File: config.mk
export PLATFORM = sky130hd
export DESIGN_NAME = ptw_walker
export DESIGN_NICKNAME = d
export VERILOG_FILES = /design/src/rtl/ptw_pkg.sv /design/src/rtl/ptw_desc_decode.sv /design/src/rtl/ptw_index_unit.sv /design/src/rtl/ptw_walker.sv
export SDC_FILE = /design/constraint.sdc
export NUM_CORES = 1
export LEC_CHECK = 0
export BUFFER_PORTS_ARGS = -buffer_cell sky130_fd_sc_hd__buf_2
export CAP_MARGIN = 5
export CORE_MARGIN = 2
export CORE_UTILIZATION = 60
export CTS_BUF_LIST = sky130_fd_sc_hd__clkbuf_8 sky130_fd_sc_hd__clkbuf_16
export DETAILED_ROUTE_END_ITERATION = 6
export MAX_ROUTING_LAYER = met4
export PLACE_DENSITY = 0.84
export SLEW_MARGIN = 15
export SYNTH_ARGS = -nofsm -noshare
export SYNTH_HDL_FRONTEND = slang
export SYNTH_SLANG_ARGS = --single-unit
File: constraint.sdc
create_clock -name clk -period 9.25 [get_ports clk]
set_input_delay 0.4625 -clock clk [delete_from_list [all_inputs] [get_ports clk]]
set_output_delay 0.4625 -clock clk [all_outputs]
set_load 0.005 [all_outputs]
File: src/rtl/ptw_pkg.sv
package ptw_pkg;
    localparam int VA_W              = 32;
    localparam int LIM_W             = 15;
    localparam int WID_W             = 4;
    localparam int ATTR_W            = 14;
    localparam int LEVELS_AFTER_ROOT = 3;

    typedef enum logic [1:0] {
        KIND_INVALID   = 2'd0,
        KIND_PAGE      = 2'd1,
        KIND_TBL_SHORT = 2'd2,
        KIND_TBL_LONG  = 2'd3
    } desc_kind_e;

    typedef enum logic [2:0] {
        ST_IDLE,
        ST_RD0,
        ST_RD1,
        ST_DECODE,
        ST_DONE,
        ST_FAULT
    } walk_state_e;
endpackage

File: src/rtl/ptw_desc_decode.sv
module ptw_desc_decode
    import ptw_pkg::*;
#(
    parameter int AW    = VA_W,
    parameter int LIMW  = LIM_W,
    parameter int ATTRW = ATTR_W
) (
    input  logic [AW-1:0]    word0_i,
    input  logic [AW-1:0]    word1_i,
    input  logic             long_fmt_i,
    output desc_kind_e       kind_o,
    output logic [AW-1:0]    frame_o,
    output logic [AW-1:0]    next_tbl_o,
    output logic [ATTRW-1:0] flags_o,
    output logic             lim_lower_o,
    output logic [LIMW-1:0]  lim_val_o
);
    localparam int FRAME_LSB = 8;
    localparam int NEXT_LSB  = 2;

    logic [AW-1:0] ptr_word;
    logic          ptr_unused;

    always_comb begin
        kind_o     = desc_kind_e'(word0_i[1:0]);
        ptr_word   = long_fmt_i ? word1_i : word0_i;
        frame_o    = {ptr_word[AW-1:FRAME_LSB], {FRAME_LSB{1'b0}}};
        next_tbl_o = {ptr_word[AW-1:NEXT_LSB], {NEXT_LSB{1'b0}}};
        if (long_fmt_i)
            flags_o = word0_i[ATTRW+1:2];
        else if (kind_o == KIND_PAGE)
            flags_o = ATTRW'(word0_i[FRAME_LSB-1:2]);
        else
            flags_o = ATTRW'(word0_i[3:2]);
        lim_lower_o = word0_i[AW-1];
        lim_val_o   = word0_i[AW-2 -: LIMW];
    end

    assign ptr_unused = ^ptr_word[NEXT_LSB-1:0];
endmodule

File: src/rtl/ptw_index_unit.sv
module ptw_index_unit
    import ptw_pkg::*;
#(
    parameter int AW   = VA_W,
    parameter int LIMW = LIM_W,
    parameter int WW   = WID_W
) (
    input  logic [AW-1:0]   rem_i,
    input  logic [WW-1:0]   width_i,
    input  logic            check_i,
    input  logic            lower_i,
    input  logic [LIMW-1:0] limit_i,
    output logic [AW-1:0]   offset_o,
    output logic            in_range_o
);
    localparam int SHW = $clog2(AW) + 1;

    logic [SHW-1:0] sh;
    logic [AW-1:0]  idx;
    logic [AW-1:0]  lim_ext;
    logic [AW-1:0]  low_bound;

    always_comb begin
        sh        = SHW'(AW) - SHW'(width_i);
        idx       = (width_i == '0) ? '0 : (rem_i >> sh);
        lim_ext   = {{(AW-LIMW){1'b0}}, limit_i};
        low_bound = (check_i && lower_i) ? lim_ext : '0;
        if (!check_i)
            in_range_o = 1'b1;
        else if (lower_i)
            in_range_o = (idx >= lim_ext);
        else
            in_range_o = (idx <= lim_ext);
        offset_o = idx - low_bound;
    end
endmodule

File: src/rtl/ptw_walker.sv
module ptw_walker
    import ptw_pkg::*;
#(
    parameter int AW    = VA_W,
    parameter int LIMW  = LIM_W,
    parameter int WW    = WID_W,
    parameter int ATTRW = ATTR_W,
    parameter int NLVL  = LEVELS_AFTER_ROOT
) (
    input  logic             clk,
    input  logic             rst_n,
    input  logic             start_i,
    input  logic [AW-1:0]    logical_addr_i,
    input  logic [AW-1:0]    xlat_ctrl_i,
    input  logic [AW-1:0]    root_w0_i,
    input  logic [AW-1:0]    root_w1_i,
    output logic             mem_req_o,
    output logic [AW-1:0]    mem_addr_o,
    input  logic             mem_rvalid_i,
    input  logic [AW-1:0]    mem_rdata_i,
    output logic             done_o,
    output logic             fault_o,
    output logic [AW-1:0]    paddr_o,
    output logic [ATTRW-1:0] attr_o
);
    localparam int EN_BIT   = AW - 1;
    localparam int IS_LSB   = 16;
    localparam int WID_TOP  = 15;
    localparam int LVLW     = $clog2(NLVL + 1);
    localparam int ROOT_LSB = 4;

    walk_state_e       state_q, state_d;
    logic [AW-1:0]     la_q, rem_q, mask_q, fetch_addr_q, d0_q, d1_q, paddr_q;
    logic [ATTRW-1:0]  attr_acc_q, attr_q;
    logic [WW-1:0]     wid_q [NLVL];
    logic [LVLW-1:0]   lvl_q;
    logic              long_q;

    desc_kind_e        dec_kind, root_kind;
    logic [AW-1:0]     dec_frame, dec_next;
    logic [ATTRW-1:0]  dec_flags;
    logic              dec_lower;
    logic [LIMW-1:0]   dec_lim;

    logic              idle;
    logic [WW-1:0]     init_is, init_w, next_w, ix_w;
    logic [AW-1:0]     init_rem, ix_rem, ix_off, tbl_base, entry_addr;
    logic              ix_chk, ix_lower, ix_in_range, tbl_long, step_ok;
    logic [LIMW-1:0]   ix_lim;
    logic              inputs_unused;

    ptw_desc_decode #(.AW(AW), .LIMW(LIMW), .ATTRW(ATTRW)) u_decode (
        .word0_i     (d0_q),
        .word1_i     (d1_q),
        .long_fmt_i  (long_q),
        .kind_o      (dec_kind),
        .frame_o     (dec_frame),
        .next_tbl_o  (dec_next),
        .flags_o     (dec_flags),
        .lim_lower_o (dec_lower),
        .lim_val_o   (dec_lim)
    );

    ptw_index_unit #(.AW(AW), .LIMW(LIMW), .WW(WW)) u_index (
        .rem_i      (ix_rem),
        .width_i    (ix_w),
        .check_i    (ix_chk),
        .lower_i    (ix_lower),
        .limit_i    (ix_lim),
        .offset_o   (ix_off),
        .in_range_o (ix_in_range)
    );

    // Operand selection: root fields while idle, current descriptor otherwise.
    always_comb begin
        idle      = (state_q == ST_IDLE);
        root_kind = desc_kind_e'(root_w0_i[1:0]);
        init_is   = xlat_ctrl_i[IS_LSB +: WW];
        init_w    = xlat_ctrl_i[WID_TOP -: WW];
        init_rem  = logical_addr_i << init_is;
        next_w    = (lvl_q < LVLW'(NLVL)) ? wid_q[lvl_q] : '0;
        ix_rem    = idle ? init_rem : rem_q;
        ix_w      = idle ? init_w : next_w;
        ix_chk    = idle ? 1'b1 : long_q;
        ix_lower  = idle ? root_w0_i[AW-1] : dec_lower;
        ix_lim    = idle ? root_w0_i[AW-2 -: LIMW] : dec_lim;
        tbl_base  = idle ? {root_w1_i[AW-1:ROOT_LSB], {ROOT_LSB{1'b0}}} : dec_next;
        tbl_long  = idle ? (root_kind == KIND_TBL_LONG) : (dec_kind == KIND_TBL_LONG);
        entry_addr = tbl_base + (tbl_long ? (ix_off << 3) : (ix_off << 2));
        step_ok   = (ix_w != '0) && ix_in_range;
    end

    // Next-state logic
    always_comb begin
        state_d = state_q;
        unique case (state_q)
            ST_IDLE: begin
                if (start_i) begin
                    if (!xlat_ctrl_i[EN_BIT])
                        state_d = ST_DONE;
                    else if (!root_w0_i[1] || !step_ok)
                        state_d = ST_FAULT;
                    else
                        state_d = ST_RD0;
                end
            end
            ST_RD0:    if (mem_rvalid_i) state_d = long_q ? ST_RD1 : ST_DECODE;
            ST_RD1:    if (mem_rvalid_i) state_d = ST_DECODE;
            ST_DECODE: begin
                unique case (dec_kind)
                    KIND_INVALID: state_d = ST_FAULT;
                    KIND_PAGE:    state_d = ST_DONE;
                    default:      state_d = step_ok ? ST_RD0 : ST_FAULT;
                endcase
            end
            ST_DONE:   state_d = ST_IDLE;
            ST_FAULT:  state_d = ST_IDLE;
            default:   state_d = ST_IDLE;
        endcase
    end

    // State register
    always_ff @(posedge clk) begin
        if (!rst_n) state_q <= ST_IDLE;
        else        state_q <= state_d;
    end

    // Walk datapath
    always_ff @(posedge clk) begin
        if (!rst_n) begin
            la_q         <= '0;
            rem_q        <= '0;
            mask_q       <= '0;
            fetch_addr_q <= '0;
            d0_q         <= '0;
            d1_q         <= '0;
            paddr_q      <= '0;
            attr_acc_q   <= '0;
            attr_q       <= '0;
            lvl_q        <= '0;
            long_q       <= 1'b0;
            for (int k = 0; k < NLVL; k++) wid_q[k] <= '0;
        end else begin
            if (idle && start_i) begin
                la_q         <= logical_addr_i;
                rem_q        <= init_rem << init_w;
                mask_q       <= ({AW{1'b1}} >> init_is) >> init_w;
                attr_acc_q   <= '0;
                lvl_q        <= '0;
                fetch_addr_q <= entry_addr;
                long_q       <= tbl_long;
                for (int k = 0; k < NLVL; k++)
                    wid_q[k] <= xlat_ctrl_i[WID_TOP - WW*(k+1) -: WW];
                if (!xlat_ctrl_i[EN_BIT]) begin
                    paddr_q <= logical_addr_i;
                    attr_q  <= '0;
                end
            end
            if (state_q == ST_RD0 && mem_rvalid_i) begin
                d0_q         <= mem_rdata_i;
                fetch_addr_q <= fetch_addr_q + AW'(4);
            end
            if (state_q == ST_RD1 && mem_rvalid_i)
                d1_q <= mem_rdata_i;
            if (state_q == ST_DECODE) begin
                attr_acc_q <= attr_acc_q | dec_flags;
                if (dec_kind == KIND_PAGE) begin
                    paddr_q <= dec_frame | (la_q & mask_q);
                    attr_q  <= attr_acc_q | dec_flags;
                end else if (dec_kind != KIND_INVALID) begin
                    rem_q        <= rem_q << next_w;
                    mask_q       <= mask_q >> next_w;
                    lvl_q        <= lvl_q + 1'b1;
                    fetch_addr_q <= entry_addr;
                    long_q       <= tbl_long;
                end
            end
        end
    end

    // Outputs
    always_comb begin
        mem_req_o  = (state_q == ST_RD0) || (state_q == ST_RD1);
        mem_addr_o = fetch_addr_q;
        done_o     = (state_q == ST_DONE);
        fault_o    = (state_q == ST_FAULT);
        paddr_o    = paddr_q;
        attr_o     = attr_q;
    end

    assign inputs_unused = ^{xlat_ctrl_i[EN_BIT-1:IS_LSB+WW], root_w0_i[IS_LSB-1:2],
                             root_w1_i[ROOT_LSB-1:0]};
endmodule

==> impl_metrics.csv <==
group,metric,value,unit
timing,rsz0062_at_grt,"no",
setup_path,cp-end-kind,"register",
flow_run,maxCapViolCount,0,
global_route,grt_pass1_wl,118000,microns
timing,final.min_clock_period,8580,ps
finish,final_nets,3100,
routing,wl_met1,29400,microns
synthesis,synth_area_leader_cell,"dfxtp_1",
routing,via_per_inst,6.97,
timing,min_period_over_period,92.7,%
routing,postRouteAntennaNets,0,
place,dpl_cell_area,0.0224,sq mm
synthesis,ys_seq_elements,268,
finish,drive_above_1_share,14.7,%
clock_network,cts.htree.levels,1,
hold_path,hold_depth,3,
global_route,gr-total-overflow,0,
power_and_ir_drop,ir_drop,385,uV
place,io_buffers,215,
global_route,track_usage,42.3,%
setup_path,worstPathArrival,9050,ps
setup_path,crit_type,"register to register",
floorplanning,pin_count,245,
timing,max_freq,0.117,GHz
timing,setup_viol,0,
global_route,grt_max_degree,93,
timing,drv_slew,0,
status,outcome,"complete, but fails checks",
floorplanning,die-area,0.0369,sq mm
clock_network,cts_root_buffer,"clkbuf_16",
place,place_congestion,1.03,
finish,mostFrequentLayoutCells,"nand2_1, a21oi_1, dfxtp_1",
status,violations,"design-rule violations",
timing,tightest_slew,1190,ps
clock_network,cts_sinks,268,
synthesis,synth.area.top_cells,"dfxtp_1, mux2i_1, nand2_1",
setup_path,rr_endpoint,"mem_addr_o[31]",
clock_network,clock_latency,620,ps
routing,drc_errors,1,
setup_path,startpoint_type,"register",
clock_network,hold_buffers,0,
timing,slew_headroom,21.0,%
routing,num_vias,23300,
setup_path,timing.rr.start,"lvl_q[1]",
timing,hold_violations,0,
timing,finClkSkew,32.0,ps
finish,fillers,2894,
clock_network,cts_tree,"yes",
setup_path,crit_fanout,15,
synthesis,postSynthCellCount,2801,
synthesis,synth_nets,3031,
routing,wl_met2,32900,microns
synthesis,synth_top_area_share,24.2,%
floorplanning,start_util,61.1,%
setup_path,r2r_slack,670,ps
clock_network,clockBufferDepth,3,
synthesis,ys_seq_area_share,25.8,%
power_and_ir_drop,leakage,0.00967,uW
global_route,grt_pass1_vias,21300,
setup_path,critPathMaxStageDelay,880,ps
power_and_ir_drop,p_per_area,415,mW/mm^2
global_route,grt_antenna_before_repair,1,
floorplanning,die_w,192,microns
synthesis,synth_edf_count,12,
setup_path,critPathSlowestCell,"a211oi_1",
finish,fin_util,67.6,%
synthesis,yosysWarnings,0,
place,post-dp-hpwl,55700,microns
floorplanning,core,0.0347,sq mm
synthesis,synth_cell_types,87,
synthesis,netlist_area,0.0212,sq mm
timing,finalSetupTns,0,ps
floorplanning,rows,68,
routing,routed_wl,78000,microns
clock_network,path_clk_slew,60,ps
hold_path,hold_end,"d0_q[4]",
finish,final_common_cell,"nand2_1",
routing,detail_route.wl_per_cell,23.3,microns
setup_path,r2r_cells,27,
synthesis,avgSynthCellArea,7.58,sq um
setup_path,cp.required,9720,ps
hold_path,hold_path.class,"input port to register",
routing,top_layer_used,"met4",
floorplanning,dieHeight,192,microns
finish,areaGrowthSynthToFinish,10.5,%
synthesis,synthArstFlopShare,0,%
clock_network,cts-resized-gates,0,
routing,met3WireLength,10400,microns
routing,dr.pass1.iters,7,
clock_network,cts_setup_buffers,0,
routing,drtIter0Drc,2971,
synthesis,synth_ff_type,"dfxtp_1",
finish,stdcell_area,0.0235,sq mm
hold_path,worstHoldStart,"mem_rdata_i[4]",
clock_network,cts_made_buffers,30,
## synth_stat cells (21+ instances only)
| library cell | count |
|---|---|
| mux2_2 | 28 |
| a21oi_1 | 328 |
| xnor2_1 | 27 |
| or2_2 | 21 |
| a211oi_1 | 66 |
| a22oi_1 | 21 |
| nand3_1 | 49 |
| o21ai_0 | 151 |
| inv_1 | 27 |
| buf_1 | 30 |
| nor2_1 | 230 |
| and2_1 | 22 |
| buf_2 | 25 |
| nand2_1 | 507 |
| a31oi_1 | 22 |
| dfxtp_1 | 256 |
| o22ai_1 | 34 |
| mux2i_1 | 254 |
| o211ai_1 | 26 |
| nor3_1 | 50 |
| ha_1 | 64 |
| a221oi_1 | 23 |
| mux4_2 | 30 |
| clkbuf_1 | 167 |
| and3_1 | 37 |
## critical path, delay by kind of cell, from the launching register on
family                   cells  cell delay (ps)
adder cells (fa/ha/maj)      3             1320
flip-flops                   1              620
AND/OR/NAND/NOR              7             1620
AO/OA/AOI/OAI               16             4660
XOR/XNOR                     1              240
## cell type report
| type | count | area, sq um | area share, % |
|---|---|---|---|
| multi-input cells | 2277 | 14800 | 63.1 |
| well taps | 455 | 569 | 2.43 |
| flip-flops and latches | 268 | 5490 | 23.4 |
| repair buffers | 264 | 1440 | 6.16 |
| clock buffers | 33 | 792 | 3.38 |
| inverters | 29 | 111 | 0.475 |
| diodes | 1 | 2.50 | 0.0107 |
| clock inverters | 22 | 243 | 1.03 |
## metal layers
| layer | GRT usage, % | vias up |
|---|---|---|
| met5 | - | - |
| met4 | 25.2 | 0 |
| met3 | 10.0 | 353 |
| li1 | - | 10400 |
| met2 | 61.5 | 1777 |
| met1 | 53.3 | 10800 |
## how the worst max path moves through the flow
stage                          from  depth (start not counted)  slack (ps)        endpoint
floorplan           xlat_ctrl_i[17]                         32        1950  mem_addr_o[31]
global placement    xlat_ctrl_i[16]                         33         700  mem_addr_o[31]
detailed placement  xlat_ctrl_i[16]                         32         630  mem_addr_o[31]
CTS                        lvl_q[1]                         30         990  mem_addr_o[31]
global route               lvl_q[1]                         27         230  mem_addr_o[31]
finish                     lvl_q[1]                         27         670  mem_addr_o[31]
## flip-flops by register name (all words and copies together) (netlist names)
signal,cells
mem_addr_o,32
paddr_o,32
d0_q,32
la_q,32
long_q,1
rem_q,32
lvl_q,2
mask_q,32
attr_o,14
d1_q,30
attr_acc_q,14
wid_q,12
state_q,3
## cells by family after synthesis
kind of cell             count (synthesis)  share of synthesized area [%]
adder cells (fa/ha/maj)                 66                           3.96
AO/OA/AOI/OAI                          853                           25.3
AND/OR/NAND/NOR                        989                           20.0
multiplexers                           326                           18.3
buffers and inverters                  256                           4.84
XOR/XNOR                                43                           1.77
flip-flops                             268                           25.8
## metrics by stage
stage          hold WS (ps)  total power, uW  setup WS (ps)  std cells
3_3_place_gp            442             8000            705       3293
5_1_grt                 104            10400            229       3349
3_5_place_dp            447             8160            635       3293
6_report               88.5             9730            671       3349
2_1_floorplan           436             6510           1950       2801
4_1_cts                85.7             9460            987       3348
## power by group
part / leakage (uW) / switching [uW] / total [uW] / internal [uW]
combinational: 0.00693 / 4260 / 6940 / 2680
sequential: 0.00222 / 183 / 1530 / 1340
clock: 0.000529 / 540 / 1270 / 729
total: 0.00967 / 4990 / 9730 / 4750
No activity file was read; power rests on OpenSTA's default activity.
